File: src/rtl/dma_ring_decoder.sv
module dma_ring_decoder #(
  parameter int PTR_W  = 16,
  parameter int ADDR_W = 32,
  parameter int CNT_W  = 20
) (
  input  logic              clk,
  input  logic              rst_n,
  input  logic              cfg_we,
  input  logic [2:0]        cfg_sel,
  input  logic [31:0]       cfg_wdata,
  output logic [PTR_W-1:0]  rd_ptr,
  output logic              halted,
  output logic              rptr_wb,
  output logic              mem_req,
  output logic [ADDR_W-1:0] mem_addr,
  input  logic              mem_rvalid,
  input  logic [31:0]       mem_rdata,
  output logic              cp_valid,
  output logic [39:0]       cp_dst,
  output logic [39:0]       cp_src,
  output logic [CNT_W-1:0]  cp_len,
  output logic              rw_valid,
  output logic [15:0]       rw_addr,
  output logic [3:0]        rw_be,
  output logic [31:0]       rw_data,
  output logic              trap_irq
);
  localparam logic [2:0] SEL_RING = 3'd0;
  localparam logic [2:0] SEL_BASE = 3'd1;
  localparam logic [2:0] SEL_RPTR = 3'd2;
  localparam logic [2:0] SEL_WPTR = 3'd3;
  localparam logic [2:0] SEL_ENG  = 3'd4;
  localparam int LEN_W = CNT_W + 1;

  typedef enum logic {S_HDR, S_PAY} st_t;

  logic              ring_en, wb_en, trap_en;
  logic [4:0]        ring_lg;
  logic [ADDR_W-1:0] base;
  logic [PTR_W-1:0]  wptr, fptr, fptr_nx, ptr_mask;
  logic              pend, drop;
  st_t               st;
  logic [3:0]        op;
  logic [CNT_W-1:0]  hcnt;
  logic [LEN_W-1:0]  rem, hlen;
  logic [2:0]        widx;
  logic [31:0]       w1, w2;
  logic [7:0]        w3;
  logic              dis_wr, take;

  function automatic logic [LEN_W-1:0] pkt_len(input logic [3:0] o, input logic [CNT_W-1:0] n);
    case (o)
      4'h2:    pkt_len = {1'b0, n} + LEN_W'(3);
      4'h3:    pkt_len = LEN_W'(5);
      4'h4:    pkt_len = LEN_W'(3);
      4'h5:    pkt_len = LEN_W'(2);
      4'h6:    pkt_len = LEN_W'(4);
      4'h7:    pkt_len = LEN_W'(1);
      4'h9:    pkt_len = LEN_W'(3);
      4'hD:    pkt_len = LEN_W'(4);
      4'hF:    pkt_len = LEN_W'(1);
      default: pkt_len = '0;
    endcase
  endfunction

  assign ptr_mask = ~({PTR_W{1'b1}} << ring_lg);
  assign fptr_nx  = (fptr + 1'b1) & ptr_mask;
  assign mem_req  = ring_en && !halted && !pend && (fptr != (wptr & ptr_mask));
  assign mem_addr = base + ADDR_W'(fptr);
  assign dis_wr   = cfg_we && (cfg_sel == SEL_RING) && !cfg_wdata[0];
  assign take     = mem_rvalid && pend && !drop && ring_en && !halted && !dis_wr;
  assign hlen     = pkt_len(mem_rdata[31:28], mem_rdata[CNT_W-1:0]);

  always_ff @(posedge clk) begin
    if (!rst_n) begin
      ring_en <= 1'b0; wb_en <= 1'b0; trap_en <= 1'b0; ring_lg <= '0;
      base <= '0; wptr <= '0; fptr <= '0; rd_ptr <= '0;
      pend <= 1'b0; drop <= 1'b0; halted <= 1'b0; st <= S_HDR;
      op <= '0; hcnt <= '0; rem <= '0; widx <= '0;
      w1 <= '0; w2 <= '0; w3 <= '0;
      rptr_wb <= 1'b0; cp_valid <= 1'b0; rw_valid <= 1'b0; trap_irq <= 1'b0;
      cp_dst <= '0; cp_src <= '0; cp_len <= '0;
      rw_addr <= '0; rw_be <= '0; rw_data <= '0;
    end else begin
      rptr_wb  <= 1'b0;
      cp_valid <= 1'b0;
      rw_valid <= 1'b0;
      trap_irq <= 1'b0;

      if (mem_req) pend <= 1'b1;
      else if (mem_rvalid && pend) begin
        pend <= 1'b0;
        drop <= 1'b0;
      end

      if (take) begin
        if (st == S_HDR) begin
          if (hlen == '0) begin
            halted <= 1'b1;
          end else if (hlen == LEN_W'(1)) begin
            fptr    <= fptr_nx;
            rd_ptr  <= fptr_nx;
            rptr_wb <= wb_en;
            if (mem_rdata[31:28] == 4'h7) trap_irq <= trap_en;
          end else begin
            fptr <= fptr_nx;
            st   <= S_PAY;
            op   <= mem_rdata[31:28];
            hcnt <= mem_rdata[CNT_W-1:0];
            rem  <= hlen - LEN_W'(1);
            widx <= 3'd1;
          end
        end else begin
          fptr <= fptr_nx;
          rem  <= rem - LEN_W'(1);
          if (widx != 3'd5) widx <= widx + 3'd1;
          case (widx)
            3'd1: w1 <= mem_rdata;
            3'd2: w2 <= mem_rdata;
            3'd3: w3 <= mem_rdata[7:0];
            default: ;
          endcase
          if (rem == LEN_W'(1)) begin
            st      <= S_HDR;
            rd_ptr  <= fptr_nx;
            rptr_wb <= wb_en;
            if (op == 4'h3) begin
              cp_valid <= 1'b1;
              cp_dst   <= {w3, w1};
              cp_src   <= {mem_rdata[7:0], w2};
              cp_len   <= hcnt;
            end
            if (op == 4'h9) begin
              rw_valid <= 1'b1;
              rw_be    <= w1[19:16];
              rw_addr  <= w1[15:0];
              rw_data  <= mem_rdata;
            end
          end
        end
      end

      if (cfg_we) begin
        case (cfg_sel)
          SEL_RING: begin
            ring_en <= cfg_wdata[0];
            ring_lg <= cfg_wdata[5:1];
            wb_en   <= cfg_wdata[12];
            if (!cfg_wdata[0]) begin
              st     <= S_HDR;
              fptr   <= rd_ptr;
              halted <= 1'b0;
              if ((pend && !mem_rvalid) || mem_req) drop <= 1'b1;
            end
          end
          SEL_BASE: base <= cfg_wdata[ADDR_W-1:0];
          SEL_RPTR: if (!ring_en) begin
            rd_ptr <= cfg_wdata[PTR_W-1:0];
            fptr   <= cfg_wdata[PTR_W-1:0];
          end
          SEL_WPTR: wptr <= cfg_wdata[PTR_W-1:0];
          SEL_ENG:  trap_en <= cfg_wdata[0];
          default: ;
        endcase
      end
    end
  end

  AST_HALT_STICKY: assert property (@(posedge clk) disable iff (!rst_n)
    halted && !(cfg_we && cfg_sel == SEL_RING) |=> halted);
  AST_HALT_NO_FETCH: assert property (@(posedge clk) disable iff (!rst_n)
    halted |-> !mem_req);
  AST_RPTR_FROZEN_OFF: assert property (@(posedge clk) disable iff (!rst_n)
    !ring_en && !(cfg_we && cfg_sel == SEL_RPTR) |=> $stable(rd_ptr));
  AST_ONE_ACTION: assert property (@(posedge clk) disable iff (!rst_n)
    $onehot0({cp_valid, rw_valid, trap_irq}));
  AST_COPY_PULSE: assert property (@(posedge clk) disable iff (!rst_n)
    cp_valid |=> !cp_valid);
  AST_REGWR_PULSE: assert property (@(posedge clk) disable iff (!rst_n)
    rw_valid |=> !rw_valid);
  AST_WB_OFF_QUIET: assert property (@(posedge clk) disable iff (!rst_n)
    !ring_en |=> !rptr_wb);
endmodule

File: config.mk
export PLATFORM = sky130hd
export DESIGN_NAME = dma_ring_decoder
export DESIGN_NICKNAME = d
export VERILOG_FILES = /design/src/rtl/dma_ring_decoder.sv
export SDC_FILE = /design/constraint.sdc
export NUM_CORES = 1
export LEC_CHECK = 0
export ABC_AREA = 1
export BUFFER_PORTS_ARGS = -buffer_cell sky130_fd_sc_hd__buf_4
export CAP_MARGIN = 40
export CORE_MARGIN = 2
export CORE_UTILIZATION = 50
export CTS_CLUSTER_DIAMETER = 40
export DETAILED_ROUTE_END_ITERATION = 12
export GPL_ROUTABILITY_DRIVEN = 0
export PLACE_DENSITY = 0.69
export SLEW_MARGIN = 5
export SYNTH_ARGS = -nofsm -noshare
export SYNTH_HDL_FRONTEND = slang
export SYNTH_SLANG_ARGS = --single-unit
File: constraint.sdc
create_clock -name clk -period 4.45 [get_ports clk]
set_clock_uncertainty 0.15 [all_clocks]
set_input_delay 0.445 -clock clk [delete_from_list [all_inputs] [get_ports clk]]
set_output_delay 0.445 -clock clk [all_outputs]
set_load 0.005 [all_outputs]
==> results.sh, run 1 <==
export IMPL_grt_most_used_layer="met2"
export IMPL_hold_viol=0
export IMPL_route_vias_total=17100
export IMPL_synth_cell_types=45
export IMPL_avgViaCountPerCell=5.47
export IMPL_drive_gt1_frac=0.159
export IMPL_synth_edff_count=0
export IMPL_synth_area_um2=17100
export IMPL_synthAdderAreaFrac=0.0209
export IMPL_ant_nets=0
export IMPL_worstPathMaxFanout=8
export IMPL_hold_path_class="in2reg"
export IMPL_yosys_area_share_xor_xnor=0.0276
export IMPL_pwr_share_seq=0.432
export IMPL_grt_pass1_wl_um=85500
export IMPL_synth_seq_cells=368
export IMPL_min_path_cells=3
export IMPL_wire_per_inst_um=17.5
export IMPL_r2r_cells=10
export IMPL_vdd_ir_drop_worst_mv=0.275
export IMPL_p_comb_frac=0.067
export IMPL_cts_tree="done"
export IMPL_initial_core_util=0.510
export IMPL_clock_latency_ps=570
export IMPL_dp_hpwl_um=39100
export IMPL_drtPass1Iterations=5
export IMPL_postSynthAreaPerCell_um2=7.09
export IMPL_grt_util_all_layers=0.297
export IMPL_clock_path_buffers=3
export IMPL_post_cts_buffers=0
export IMPL_start_kind="register"
export IMPL_synthToLayoutAreaGrowth_pct=23.5
export IMPL_worst_slew_pin_slew_ps=905
export IMPL_cts_sinks=368
export IMPL_ios=277
export IMPL_h_tree_depth=2
export IMPL_grt_antenna_before_repair=1
export IMPL_seq_area_frac_synth=0.430
export IMPL_portBuffers=276
export IMPL_die_area_um2=35800
export IMPL_grt_pass1_vias=16200
export IMPL_setup_tns_ps=0
export IMPL_ys_flop_type="dfxtp_1"
export IMPL_max_slew_margin=0.395
export IMPL_critical_path_endpoint_type="output pin"
export IMPL_switching_share=0.235
export IMPL_die_h_um=189
export IMPL_fin_crit_ps=4210
export IMPL_grt_util_met3=0.0782
export IMPL_final_nets=2743
export IMPL_drt_iter0_drc=1278
export IMPL_use_met1=0.368
export IMPL_design_area_um2=21200
export IMPL_required_ps=3860
export IMPL_final_util=0.629
export IMPL_cp_data_arrival_time_ps=3620
export IMPL_drc_errors=0
export IMPL_outcome="finished, final reports clean"
export IMPL_synthesis_nets=2514
export IMPL_synthSimpleGateAreaFrac=0.196
export IMPL_drt_total_wl_um=54700
export IMPL_coreArea_um2=33600
export IMPL_power_internal_w=0.00592
export IMPL_synth_top_family_by_area="compound AO/OA/AOI/OAI gates"
export IMPL_cts_inserted_buffers=46
export IMPL_grt_util_met2=0.479
export IMPL_synth_compound_area_frac=0.236
export IMPL_ys_async_sr_fraction=0
export IMPL_fmax_mhz=237
export IMPL_antennaDiodeCount=0
export IMPL_fin_crit_sh=0.946
export IMPL_die_w_um=189
export IMPL_grt_ovfl_total=0
export IMPL_muxShareOfSynthArea=0
export IMPL_cts_clk_slew_worst_paths_ps=60
export IMPL_switching_power_w=0.00182
export IMPL_p_leak_nw=9.52
export IMPL_setup_viol=0
export IMPL_r2r_setup_slack_ps=1410
export IMPL_clock_power_share=0.501
export IMPL_slew_viol_final=0
export IMPL_postSynthCellCount=2415
export IMPL_pwr_density_cell_nw_per_um2=366
export IMPL_rows=67
export IMPL_rsz0062_at_grt="false"
export IMPL_drv_cap=0
export IMPL_root_buffer="clkbuf_16"
export IMPL_worstSetupPathType="reg2out"
export IMPL_grt_max_degree=121
export IMPL_yosys_warnings=0
export IMPL_postPlaceCellArea_um2=19500
==> state kept, by name, indices dropped and copies added, names as in the netlist, 20 cells and up <==
register  cells
hcnt         20
cp_len       20
cp_dst       40
cp_src       40
rem          21
w1           32
w2           32
base         32
rw_data      32
==> cells by family after synthesis <==
kind of cell,Yosys count
AND/OR/NAND/NOR,784
buffers and inverters,390
AO/OA/AOI/OAI,791
flip-flops,368
adder cells (fa/ha/maj),28
XOR/XNOR,54
==> layout by cell type (no fill, tap or decap), drive strengths merged, types with 30 or more instances in the layout <==
cell type    n
a21oi      349
buf        303
clkbuf      60
dfxtp      368
inv        266
nand2      326
nand3      113
nor2       278
nor3        30
o21ai      400
xor2        39
==> routing by layer <==
layer,wire length (um),part of all wire
met5,13,0.00024
met2,24900,0.46
met3,4660,0.085
met4,2700,0.049
met1,22400,0.41
==> through the flow <==
stage,total power [W],cells,hold slack (ps),worst slack (ps)
5_1_grt,0.00798,3125,19.5,76.0
6_report,0.00774,3125,19.8,239
3_3_place_gp,0.00391,3036,286,910
2_1_floorplan,0.00370,2415,273,1550
4_1_cts,0.00777,3125,0.594,274
3_5_place_dp,0.00392,3039,289,842
==> power groups by stage <==
stage,registers [W],clock network (W),logic [W]
after floorplan,0.00341,0,0.000290
after global placement,0.00341,0,0.000495
after detailed placement,0.00341,0,0.000502
after CTS,0.00334,0.00392,0.000509
after global routing,0.00334,0.00408,0.000564
final,0.00334,0.00388,0.000516
==> cell type report <==
class / count / area [um^2]
well taps: 448 / 561
fillers: 3062 / 12500
clock inverters: 21 / 327
clock buffers: 60 / 1260
flip-flops and latches: 368 / 7370
inverters: 263 / 987
multi-input cells: 1657 / 8270
repair buffers: 308 / 2380
==> worst max-delay path: stages (launching register included) <==
cell and delay, ps:
dfxtp_1 410, ha_1 430, nand2_1 100, o21ai_0 300, a21oi_1 160, o21ai_0 400, nand2_1 110, nand2_1 120
a21oi_1 170, o21ai_0 450, nand2_1 130, xnor2_1 150, buf_4 130
==> Yosys cell counts (all sizes together), types with 15 or more instances <==
master  count  area (um^2)
nand2     326         1250
nor3       30          160
xnor2      15          131
nand4      16          100
a21oi     349         1750
o22ai      18          113
buf        28          168
clkbuf     99          373
nor2      278         1090
o21ai     400         2000
nand3     113          621
inv       260          976
ha         27          338
dfxtp     368         7370
xor2       39          342
==> what timing repair did <==
| item | in CTS | in global routing |
|---|---|---|
| hold buffers | 5 | 0 |
| resized for setup | 0 | 1 |
| hold endpoints to repair | 5 | 0 |
| endpoints found under the setup margin | 0 | 2 |
==> final timing paths <==
path            startpoint            to
max                fptr[2]  mem_addr[31]
min          mem_rdata[27]        w1[27]
max reg2reg        rem[13]    cp_src[13]
min reg2reg       wptr[11]      wptr[11]
Power figures use the tool's default switching activity.
==> run 2: changes to the inputs <==
--- a/config.mk
+++ b/config.mk
@@ -10,10 +10,13 @@
 export CAP_MARGIN = 40
 export CORE_MARGIN = 2
 export CORE_UTILIZATION = 50
+export CTS_BUF_LIST = sky130_fd_sc_hd__clkbuf_4
 export CTS_CLUSTER_DIAMETER = 40
 export DETAILED_ROUTE_END_ITERATION = 12
 export GPL_ROUTABILITY_DRIVEN = 0
 export PLACE_DENSITY = 0.69
+export RECOVER_POWER = 50
+export SKIP_LAST_GASP = 1
 export SLEW_MARGIN = 5
 export SYNTH_ARGS = -nofsm -noshare
 export SYNTH_HDL_FRONTEND = slang
==> run 2 against run 1 <==
The run now ends with capacitance limit, slew limit left. Final cell count grew 4.9%. Register-to-register slack lost 150 ps. Fmax shrank 0.14%. Largest power group is now registers. Highest routed layer is now met4.
==> results.sh, run 2 (synthesis results as in run 1) <==
export IMPL_outcome="finished, violations left"
export IMPL_violations="capacitance limit, slew limit"
export IMPL_worstSetupPathType="reg2out"
export IMPL_synthToLayoutAreaGrowth_pct=22.6
export IMPL_required_ps=3860
export IMPL_die_h_um=189
export IMPL_setup_tns_ps=0
export IMPL_pwr_density_cell_nw_per_um2=323
export IMPL_setup_viol=0
export IMPL_reg2reg_from="ring_en"
export IMPL_rsz0062_at_grt="true"
export IMPL_hold_viol=0
export IMPL_final_cell_mix="394 x o21ai_0, 367 x dfxtp_1, 349 x a21oi_1, 317 x nand2_1, 265 x nor2_1"
export IMPL_hold_path_class="in2reg"
export IMPL_worstPathCellList="ha_1, a21oi_1, o21ai_0, a21oi_1, o21ai_0, nand2_1, nand2_1, a21oi_1, o21bai_1, nand3b_1, xnor2_1, buf_4"
export IMPL_root_buffer="clkbuf_4"
export IMPL_drc_errors=0
export IMPL_h_tree_depth=3
export IMPL_crit_top_cell="a21oi_1"
export IMPL_drtPass1Iterations=5
export IMPL_portBuffers=276
export IMPL_grt_util_all_layers=0.304
export IMPL_clock_latency_ps=770
export IMPL_coreArea_um2=33600
export IMPL_worst_slew_pin_slew_ps=1630
export IMPL_critical_path_endpoint_type="output pin"
export IMPL_fin_crit_sh=0.948
export IMPL_p_leak_nw=9.31
export IMPL_final_nets=2853
export IMPL_fillers=3178
export IMPL_die_area_um2=35800
export IMPL_ant_nets=0
export IMPL_cts_inserted_buffers=97
export IMPL_r2r_setup_slack_ps=1260
export IMPL_cp_slowest_cell="dfxtp_1"
export IMPL_multi_input_area_um2=8250
export IMPL_crit_path_start="fptr[2]"
export IMPL_critPathMaxStageDelay_ps=520
export IMPL_crit_path_end="mem_addr[27]"
export IMPL_ios=277
export IMPL_r2r_end="hcnt[13]"
export IMPL_grt_pass1_wl_um=87600
export IMPL_fmax_mhz=237
export IMPL_clock_path_buffers=3
export IMPL_drv_cap=1
export IMPL_cp_data_arrival_time_ps=3620
export IMPL_route_vias_total=17700
export IMPL_r2r_cells=9
export IMPL_grt_pass1_vias=16900
export IMPL_cts_tree="done"
export IMPL_layout_commonest_cell="o21ai_0"
export IMPL_drt_total_wl_um=55600
export IMPL_grt_antenna_before_repair=1
export IMPL_drive_gt1_frac=0.149
export IMPL_avgViaCountPerCell=5.39
export IMPL_worstPathMaxFanout=8
export IMPL_max_slew_margin=-0.0834
export IMPL_die_w_um=189
export IMPL_drt_iter0_drc=1312
export IMPL_vdd_ir_drop_worst_mv=0.230
export IMPL_start_kind="register"
export IMPL_reg_top3="cp_dst x40, cp_src x40"
export IMPL_wire_per_inst_um=17.0
export IMPL_fin_crit_ps=4220
export IMPL_dp_hpwl_um=39100
export IMPL_cts_clk_slew_worst_paths_ps=70
export IMPL_total_power_w=0.00678
export IMPL_slew_viol_final=39
export IMPL_regArea_um2=7370
export IMPL_cts_sinks=368
export IMPL_initial_core_util=0.510
export IMPL_grt_max_degree=121
export IMPL_post_cts_buffers=0
export IMPL_grt_ovfl_total=0
export IMPL_rows=67
run 2: worst min-delay path by stage:
stage,startpoint,to,slack [ps],cells after the start
final,rst_n,cp_dst[12],8,3
after CTS,mem_rdata[14],w1[14],1,3
after detailed placement,wptr[15],wptr[15],290,2
after global routing,mem_rdata[14],w1[14],20,3
after global placement,wptr[15],wptr[15],290,2
after floorplan,trap_en,trap_en,270,2
run 2: layer usage:
metal,up-vias,GRT usage,wire length (um)
li1,8745,-,-
met1,8045,0.369,22700
met2,711,0.493,25600
met3,149,0.0821,4680
met4,0,0.158,2670
met5,-,0,0
run 2: timing repair:
action	in CTS	in global routing
hold buffers	64	0
endpoints found under the setup margin	0	4
resized for setup	0	3
endpoints found under the hold margin	163	0
run 2: area by class of cell:
type	instances	area share
Inverter	263	0.0470
Timing Repair Buffer	367	0.125
Clock inverter	27	0.00542
Antenna cell	1	0.000119
Tap cell	448	0.0267
Multi-Input combinational cell	1657	0.393
Clock buffer	146	0.0522
Sequential cell	368	0.351
run 2: power breakdown:
part | total, W | internal (W) | switching [W]
Combinational | 0.000555 | 0.000207 | 0.000348
Clock | 0.00289 | 0.00149 | 0.00139
Sequential | 0.00334 | 0.00332 | 0.0000230
run 2: per-stage QoR:
| step | setup WS [ps] | hold WS [ps] | utilization | instance area (um^2) | std cells |
|---|---|---|---|---|---|
| after floorplan | 1550 | 273 | - | 17100 | 2415 |
| final | 233 | 8.29 | 0.625 | 21000 | 3277 |
| after global placement | 910 | 286 | 0.579 | 19500 | 3036 |
| after detailed placement | 842 | 289 | 0.580 | 19500 | 3039 |
| after CTS | 18.6 | 1.31 | 0.635 | 21400 | 3276 |
| after global routing | 5.04 | 24.9 | 0.625 | 21000 | 3277 |
run 2: critical path: cells and delay by family, from the launching register on:
| family | cells | cell delay [ps] |
|---|---|---|
| AO/OA/AOI/OAI | 6 | 1380 |
| flip-flops | 1 | 520 |
| adder cells (fa/ha/maj) | 1 | 360 |
| AND/OR/NAND/NOR | 3 | 330 |
| buffers and inverters | 1 | 130 |
| XOR/XNOR | 1 | 120 |
